### src/rtl/xbus_pkg.sv
package xbus_pkg;

    typedef struct packed {
        logic grant;   // bus handed to outside master
        logic busy;    // external access in flight
        logic hung;    // core waiting on granted bus
    } arb_state_t;

    localparam arb_state_t ARB_RESET = '{grant: 1'b0, busy: 1'b0, hung: 1'b0};

endpackage

### src/rtl/xbus_req_sync.sv
module xbus_req_sync #(
    parameter int unsigned STAGES = 2
) (
    input  logic clk,
    input  logic rst_n,
    input  logic async_req_n,
    output logic req_o
);

    logic [STAGES-1:0] chain_d;
    logic [STAGES-1:0] chain_q;

    // first stage samples the inverted (active-high) request
    assign chain_d[0] = ~async_req_n;

    generate
        for (genvar i = 1; i < STAGES; i++) begin : g_stage
            assign chain_d[i] = chain_q[i-1];
        end
    endgenerate

    always_ff @(posedge clk or negedge rst_n) begin
        if (!rst_n) begin
            chain_q <= '0;
        end else begin
            chain_q <= chain_d;
        end
    end

    assign req_o = chain_q[STAGES-1];

endmodule

### src/rtl/xbus_arb_fsm.sv
module xbus_arb_fsm
    import xbus_pkg::*;
#(
    parameter int unsigned CNT_W = 2
) (
    input  logic             clk,
    input  logic             rst_n,
    input  logic             req_s,
    input  logic             acc_req,
    input  logic             acc_done,
    input  logic [CNT_W-1:0] instr_xcnt,
    input  logic             go_mode,
    input  logic             core_rst,
    output logic             grant_o,
    output logic             grant_next_o,
    output logic             hung_o,
    output logic             busy_o,
    output logic             stall_o
);

    arb_state_t st_d;
    arb_state_t st_q;
    logic       acc_eff;
    logic       need_bus;
    logic       stall_d;

    always_comb begin
        acc_eff  = acc_req & ~core_rst;
        need_bus = (instr_xcnt != '0);
        st_d     = st_q;

        if (st_q.busy) begin
            // access boundary: grant only once the access finishes
            st_d.busy  = ~acc_done;
            st_d.grant = req_s & acc_done;
        end else if (st_q.grant) begin
            st_d.busy  = 1'b0;
            st_d.grant = req_s;
        end else if (req_s) begin
            // outside master wins over a fresh core access
            st_d.grant = 1'b1;
        end else begin
            st_d.busy  = acc_eff;
        end

        st_d.hung = st_d.grant & acc_eff;

        if (st_q.grant) begin
            stall_d = go_mode ? need_bus : 1'b1;
        end else begin
            stall_d = acc_eff & ~st_q.busy & req_s;
        end
    end

    always_ff @(posedge clk or negedge rst_n) begin
        if (!rst_n) begin
            st_q <= ARB_RESET;
        end else begin
            st_q <= st_d;
        end
    end

    assign grant_o      = st_q.grant;
    assign grant_next_o = st_d.grant;
    assign hung_o       = st_q.hung;
    assign busy_o       = st_q.busy;
    assign stall_o      = stall_d;

endmodule

### src/rtl/xbus_pad_ctl.sv
module xbus_pad_ctl (
    input  logic clk,
    input  logic rst_n,
    input  logic grant_next,
    output logic pad_oe
);

    logic oe_d;
    logic oe_q;

    always_comb begin
        oe_d = ~grant_next;
    end

    // separate flop placed near the pad ring
    always_ff @(posedge clk or negedge rst_n) begin
        if (!rst_n) begin
            oe_q <= 1'b1;
        end else begin
            oe_q <= oe_d;
        end
    end

    assign pad_oe = oe_q;

endmodule

### src/rtl/xbus_arbiter.sv
module xbus_arbiter #(
    parameter int unsigned SYNC_STAGES = 2,
    parameter int unsigned CNT_W       = 2
) (
    input  logic             clk,
    input  logic             rst_n,
    input  logic             bus_req_n,
    input  logic             core_rst,
    input  logic             acc_req,
    input  logic             acc_done,
    input  logic [CNT_W-1:0] instr_xcnt,
    input  logic             go_mode,
    output logic             bus_grant_n,
    output logic             bus_hung_n,
    output logic             pad_oe,
    output logic             core_stall
);

    logic req_s;
    logic grant;
    logic grant_next;
    logic hung;
    logic busy;

    xbus_req_sync #(.STAGES(SYNC_STAGES)) u_sync (
        .clk         (clk),
        .rst_n       (rst_n),
        .async_req_n (bus_req_n),
        .req_o       (req_s)
    );

    xbus_arb_fsm #(.CNT_W(CNT_W)) u_fsm (
        .clk          (clk),
        .rst_n        (rst_n),
        .req_s        (req_s),
        .acc_req      (acc_req),
        .acc_done     (acc_done),
        .instr_xcnt   (instr_xcnt),
        .go_mode      (go_mode),
        .core_rst     (core_rst),
        .grant_o      (grant),
        .grant_next_o (grant_next),
        .hung_o       (hung),
        .busy_o       (busy),
        .stall_o      (core_stall)
    );

    xbus_pad_ctl u_pad (
        .clk        (clk),
        .rst_n      (rst_n),
        .grant_next (grant_next),
        .pad_oe     (pad_oe)
    );

    assign bus_grant_n = ~grant;
    assign bus_hung_n  = ~hung;

endmodule

### config.mk
export PLATFORM = sky130hd
export DESIGN_NAME = xbus_arbiter
export DESIGN_NICKNAME = d
export VERILOG_FILES = /design/src/rtl/xbus_pkg.sv /design/src/rtl/xbus_req_sync.sv /design/src/rtl/xbus_arb_fsm.sv /design/src/rtl/xbus_pad_ctl.sv /design/src/rtl/xbus_arbiter.sv
export SDC_FILE = /design/constraint.sdc
export NUM_CORES = 1
export LEC_CHECK = 0
export BUFFER_PORTS_ARGS = -buffer_cell sky130_fd_sc_hd__clkbuf_2
export CAP_MARGIN = 30
export CORE_AREA = 2 2 39 41
export CTS_CLUSTER_SIZE = 28
export DETAILED_ROUTE_END_ITERATION = 7
export DIE_AREA = 0 0 41 43
export MAX_ROUTING_LAYER = met4
export PLACE_DENSITY = 0.43
export SETUP_SLACK_MARGIN = 0.15
export SLEW_MARGIN = 40
export SYNTH_ARGS = -nofsm -noshare
export SYNTH_HDL_FRONTEND = slang
export SYNTH_HIERARCHICAL = 1
export SYNTH_SLANG_ARGS = --single-unit
### constraint.sdc
create_clock -name clk -period 1.27 [get_ports clk]
set_input_delay 0.0635 -clock clk [delete_from_list [all_inputs] [get_ports clk]]
set_output_delay 0.0635 -clock clk [all_outputs]
set_load 0.01 [all_outputs]
==> results of run 1 <==
==> registers in the layout, indices dropped and copies added (netlist names) <==
register and count:
u_fsm/grant_o 1, u_sync/chain_q 2, u_pad/pad_oe 1, u_fsm/busy_o 1, u_fsm/hung_o 1
==> worst max-delay path: stages, from the launching register on <==
cell	delay [ps]
dfrtp_1	370
nand2b_4	140
o32ai_2	180
buf_2	170
==> cells in the mapped netlist <==
library cell,count
and2_1,1
and4b_2,1
dfrtp_1,5
dfstp_2,1
inv_1,5
nand2b_1,2
nand2b_4,1
nor3b_1,1
o32ai_1,1
o41ai_2,1
==> report_power, final <==
group,leakage [nW],total [W],internal (W),switching (W)
combinational,0.122,0.0000631,0.0000359,0.0000271
sequential,0.0716,0.000212,0.000204,0.00000765
clock,0.0150,0.000194,0.000119,0.0000745
==> worst min path at each step <==
stage | end | depth (start not counted) | slack [ps] | startpoint
after floorplan | u_fsm/busy_o$_DFF_PN0_ | 0 | -230 | rst_n
after global placement | u_sync/chain_q[0]$_DFF_PN0_ | 1 | -110 | rst_n
after detailed placement | u_sync/chain_q[0]$_DFF_PN0_ | 1 | -100 | rst_n
after CTS | u_fsm/busy_o$_DFF_PN0_ | 3 | 90 | acc_req
after global routing | u_fsm/busy_o$_DFF_PN0_ | 3 | 100 | acc_req
final | u_fsm/busy_o$_DFF_PN0_ | 3 | 100 | acc_req
==> final cells by class <==
| type | count | share of cell area, % |
|---|---|---|
| repair buffers | 15 | 22.08 |
| well taps | 16 | 5.047 |
| flip-flops and latches | 6 | 38.49 |
| clock buffers | 4 | 6.625 |
| multi-input cells | 8 | 23.03 |
| inverters | 5 | 4.732 |
==> cell families (layout without fill, tap and decap cells) <==
family | Yosys count | in the layout | synth area share, %
AOI/OAI and AO/OA | 2 | 2 | 10.15
buffers and inverters | 5 | 24 | 7.615
DFF | 6 | 6 | 61.42
and+or+nand+nor | 6 | 6 | 20.81
==> per-stage QoR <==
| step | hold slack, ps | util (%) | total power (W) | area, sq um | instances |
|---|---|---|---|---|---|
| 2_1_floorplan | -232.1 | - | 0.0002357 | 246.5 | 19 |
| 3_3_place_gp | -109.9 | 23.60 | 0.0002616 | 326.6 | 47 |
| 3_5_place_dp | -104.7 | 23.60 | 0.0002635 | 326.6 | 47 |
| 4_1_cts | 93.34 | 28.57 | 0.0004817 | 395.4 | 54 |
| 5_1_grt | 104.0 | 28.66 | 0.0005002 | 396.6 | 54 |
| 6_report | 99.37 | 28.66 | 0.0004689 | 396.6 | 54 |
==> metal layers <==
metal	global-route usage [%]	vias up	part of all wire, %
met2	10.94	12	47
met3	4.712	0	13
met1	8.278	90	40
li1	-	99	-
met4	4.000	0	0
met5	-	-	0
==> repair_timing <==
action	in CTS	in global routing
buffers inserted	1	0
setup endpoints to repair	1	1
hold buffers	2	0
gates resized for setup	2	2
hold endpoints to repair	7	0
==> out/qor.yml, run 1 <==
required_ps: 1210
clock-sinks: 6
initial_core_util_pct: 17.81
period_needed_ps: 1160
antenna_found_initial: 0
yosysTopAreaCell: "dfrtp_1"
nFillCells: 157
crit_type: "reg2out"
netlist_area_sq_um: 246.5
syn_inst: 19
multi_input_area_sq_um: 91.34
syn_area_per_cell_sq_um: 12.97
grt_pass1_wl_microns: 848
ys_seq_area_share_pct: 61.42
top_level_ports: 13
drt-total-wl_microns: 532
cts_max_level: 1
synthesis.nets: 28
yosys_warnings: 6
gp_congestion: 0.5267
pre_cts_ws_ps: 258.0
outcome: "finished, final reports clean"
gr-total-overflow: 0
wl_per_cell_microns: 9.852
reg2reg_slack_ps: 390
hold_viol: 0
route.detailed.drc: 0
die_area_sq_mm: 0.001763
fmax_mhz: 862.3
final_cell_mix: "clkbuf_2, inv_1, dfrtp_1"
relSlewSlack_pct: 81.08
diodes: 0
synth_top_area_share_pct: 50.76
finalSetupTns_ps: 0
grt_max_degree: 7
p_per_area_mw_per_mm2: 1182
root_buffer: "clkbuf_4"
area_growth_pct: 60.91
critPathCaptureType: "output pin"
drtIter0Drc: 0
final_common_cell: "clkbuf_2"
grtUsageTotal_pct: 7.788
synth-seq-cells: 6
cap_violations: 0
p_leak_nw: 0.2084
io_buffers: 12
r2r_cells: 2
cts_buffers: 3
finalCritPeriodShare_pct: 91.31
r2r_start: "u_fsm/busy_o$_DFF_PN0_"
viasPerCell: 3.722
ant_nets: 0
hold_class: "in2reg"
cts_tree: "done"
fin_skew_ps: 4.101
vias: 201
synthTopCellsByArea: "dfrtp_1, dfstp_2, inv_1, o41ai_2, nand2b_4"
seqCellArea_sq_um: 152.6
crit_path_start: "u_fsm/grant_o$_DFF_PN0_"
die_height_microns: 43
rsz0062_at_grt: "yes"
setup_viol_count_final: 0
grt_pass1_vias: 223
slew_violations: 0
drive_gt1_share_pct: 60.53
drt_first_pass_iters: 1
clock_path_buffers: 2
irDropWorstVdd_v: 0.0004045
endpoint: "core_stall"
clk_latency_ps: 240
die_w_microns: 41
ys_types: 10
cts.clk_slew.worst_paths_ps: 50
timing.rr.end: "u_fsm/hung_o$_DFF_PN0_"
worst_pin_slew_ps: 283.2
worst_setup_path_start_kind: "flip-flop"
critPathArrivalTime_ps: 1100
cp_max_fo: 2
setup_ws_ps: 110.3
placementRows: 14
fp.coreArea_sq_mm: 0.001384
final_nets: 48
dp_hpwl_microns: 353.4
(Power assumes the default switching activity.)
==> inputs of run 2 (changes only) <==
--- a/config.mk
+++ b/config.mk
@@ -5,14 +5,13 @@
 export SDC_FILE = /design/constraint.sdc
 export NUM_CORES = 1
 export LEC_CHECK = 0
+export ABC_AREA = 1
 export BUFFER_PORTS_ARGS = -buffer_cell sky130_fd_sc_hd__clkbuf_2
-export CAP_MARGIN = 30
 export CORE_AREA = 2 2 39 41
 export CTS_CLUSTER_SIZE = 28
 export DETAILED_ROUTE_END_ITERATION = 7
 export DIE_AREA = 0 0 41 43
 export MAX_ROUTING_LAYER = met4
-export PLACE_DENSITY = 0.43
 export SETUP_SLACK_MARGIN = 0.15
 export SLEW_MARGIN = 40
 export SYNTH_ARGS = -nofsm -noshare
==> run 2 against run 1 <==
Cell count grew 17%. Register-to-register slack gained 120 ps. Critical path depth grew 2. Synthesized area grew 3.0%. Critical endpoint unchanged. Largest cell class unchanged. Via count grew 6.5%. Synthesized cell count grew 53%. Die area is the same. Clock-buffer cell count is the same.
==> out/qor.yml, run 2 <==
outcome: "finished, final reports clean"
cts.clk_slew.worst_paths_ps: 50  # about the same
regMostFlops: "u_sync/chain_q"
top_level_ports: 13  # unchanged
placementRows: 14  # unchanged
fp.coreArea_sq_mm: 0.001384  # unchanged
io_buffers: 12  # unchanged
critPathCaptureType: "output pin"
final_cell_mix: "clkbuf_2, inv_1, nand2_1, dfrtp_1"
die_w_microns: 41  # unchanged
final_common_cell: "clkbuf_2"
clock-sinks: 6  # unchanged
worst_pin_slew_ps: 171.9  # -111.3 ps
final_nets: 57  # +19%
initial_core_util_pct: 18.35  # +0.54 points
gp_congestion: 0.6576  # +25%
cp_max_fo: 3  # +1
vias: 214  # +6.5%
synth-seq-cells: 6  # unchanged
clock_path_buffers: 2  # unchanged
netlist_area_sq_um: 254.0  # +3.0%
yosysTopAreaCell: "dfrtp_1"
clkPwrFrac_pct: 41.2  # about the same
synth-compound-area-share_pct: 0  # -10 points
async_flop_share_pct: 100.0  # unchanged
area_growth_pct: 49.75
fin_worst_hold_slack_ps: 60.38  # -38.99 ps
relSlewSlack_pct: 88.53  # +7.5 points
fmax_mhz: 955.2  # +11%
diodes: 0  # unchanged
place_area_sq_um: 334.1  # +2.3%
synth_top_flop_cell: "dfrtp_1"
gr-total-overflow: 0  # unchanged
final_cell_area_sq_um: 380.4  # -4.1%
ant_nets: 0  # unchanged
sequentialPowerShare_pct: 46.3  # +1.1 points
crit_type: "reg2out"
synth-simple-area-share_pct: 27.09  # +6.3 points
cts_max_level: 1  # unchanged
finalCritPeriodShare_pct: 82.43  # -8.9 points
required_ps: 1210  # about the same
swShare_pct: 22.44  # -0.86 points
hold_class: "in2reg"
cts_setup_buffers: 0  # -1
hold_viol: 0  # unchanged
yosys.cell_count.top_type: "inv_1"
cap_violations: 0  # unchanged
largest_register_ffs: 2  # unchanged
drtIter0Drc: 0  # unchanged
period_needed_ps: 1047  # -112.8 ps
root_buffer: "clkbuf_4"
wl_per_cell_microns: 6.667  # -32%
syn_inst: 29  # +10
syn_area_per_cell_sq_um: 8.758  # -32%
clk_latency_ps: 240  # about the same
ys_seq_area_share_pct: 59.61  # -1.8 points
synth-adder-area-share_pct: 0  # unchanged
irDropWorstVdd_v: 0.0003750  # -7.3%
rsz0062_at_grt: "yes"
grt_pass1_vias: 192  # -14%
viasPerCell: 3.397  # -8.7%
p_per_area_mw_per_mm2: 1188  # +0.47%
synth_edf_count: 0  # unchanged
synthTopCellsByArea: "dfrtp_1, dfstp_2, inv_1, nand2_1, nor2_2"
switchingPower_w: 0.0001014  # -7.2%
ys_types: 9  # -1
worst_setup_path_start_kind: "flip-flop"
finalSetupTns_ps: 0  # unchanged
route.detailed.drc: 0  # unchanged
critPathArrivalTime_ps: 980  # -120 ps
p_leak_nw: 0.2115  # +1.5%
power_frac_comb_pct: 12.5  # -0.9 points
synth_top_family_by_area: "simple AND/OR/NAND/NOR gates"
muxShareOfSynthArea_pct: 0  # unchanged
synthesis.nets: 38  # +36%
grt_max_degree: 7  # unchanged
synthXorXnorAreaFrac_pct: 0  # unchanged
synth_top_area_share_pct: 49.26  # -1.5 points
cts_buffers: 3  # unchanged
dp_hpwl_microns: 361.5  # +2.3%
die_height_microns: 43  # unchanged
setup_viol_count_final: 0  # unchanged
antenna_found_initial: 0  # unchanged
yosys_warnings: 6  # unchanged
die_area_sq_mm: 0.001763  # unchanged
fin_util_pct: 27.49  # -1.2 points
slew_violations: 0  # unchanged
drive_gt1_share_pct: 46.81  # -14 points
grt_pass1_wl_microns: 621  # -27%
netlist_top_cells_count: "inv_1, dfrtp_1, nand2_1, nor2_1, nor2_2"
drt_first_pass_iters: 1  # unchanged
drt-total-wl_microns: 420  # -21%
grtUsageTotal_pct: 6.133  # -1.7 points
cts_tree: "done"
fin_skew_ps: 4.384  # +0.2834 ps
intPower_w: 0.0003504  # -2.6%
run 2: power by group through the flow:
stage          registers (W)  clock network, W  logic (W)
3_5_place_dp        0.000212                 0  0.0000535
5_1_grt             0.000210          0.000215  0.0000649
4_1_cts             0.000210          0.000197  0.0000585
2_1_floorplan       0.000213                 0  0.0000249
3_3_place_gp        0.000212                 0  0.0000527
6_report            0.000209          0.000186  0.0000565
run 2: final cells by class:
class,count,area (sq um)
Fill cell,157,1003
Multi-Input combinational cell,14,68.82
Tap cell,16,20.02
Inverter,9,33.78
Sequential cell,6,151.4
Clock buffer,4,26.28
Timing Repair Buffer,14,80.08
run 2: worst max-delay path, cell delays in order, from the launching register on:
cell     delay (ps)
dfrtp_1         380
inv_2            80
nor2_2           40
nand3_1          70
nand2_1          40
buf_2           130
run 2: stage by stage:
step | cells | total power, W | setup slack [ps]
2_1_floorplan | 29 | 0.0002377 | 557.0
3_3_place_gp | 57 | 0.0002651 | 464.2
3_5_place_dp | 57 | 0.0002660 | 451.3
4_1_cts | 63 | 0.0004647 | 187.6
5_1_grt | 63 | 0.0004897 | 133.8
6_report | 63 | 0.0004518 | 223.1
run 2: worst paths after layout:
kind,start,endpoint,slack [ps],cells past startpoint
worst min-delay path,acc_req,u_fsm/hung_o$_DFF_PN0_,60,3
worst min register to register,u_sync/chain_q[0]$_DFF_PN0_,u_sync/chain_q[1]$_DFF_PN0_,350,0
max in group asynchronous,rst_n,u_pad/pad_oe$_DFF_PN1_,860,2
worst max-delay path,u_sync/chain_q[1]$_DFF_PN0_,core_stall,220,5
worst max register to register,u_fsm/busy_o$_DFF_PN0_,u_pad/pad_oe$_DFF_PN1_,510,4
min in group asynchronous,rst_n,u_sync/chain_q[0]$_DFF_PN0_,180,2
run 2: per-layer routing:
metal  track usage, %  share of wire, %  vias up
met5                -                 0        -
met4            8.000                 0        0
met3            3.141                11        0
met2            7.813                48       10
met1            5.316                41       87
li1                 -                 -      117
run 2: repair_timing:
item	in CTS	in global routing
endpoints found under the hold margin	7	0
endpoints found under the setup margin	0	1
gates resized for setup	0	1
hold buffers	2	0
run 2: kinds of logic (layout without fill, tap and decap cells):
group,count (synthesis),after routing
buffers and inverters,9,27
DFF,6,6
and+or+nand+nor,14,14
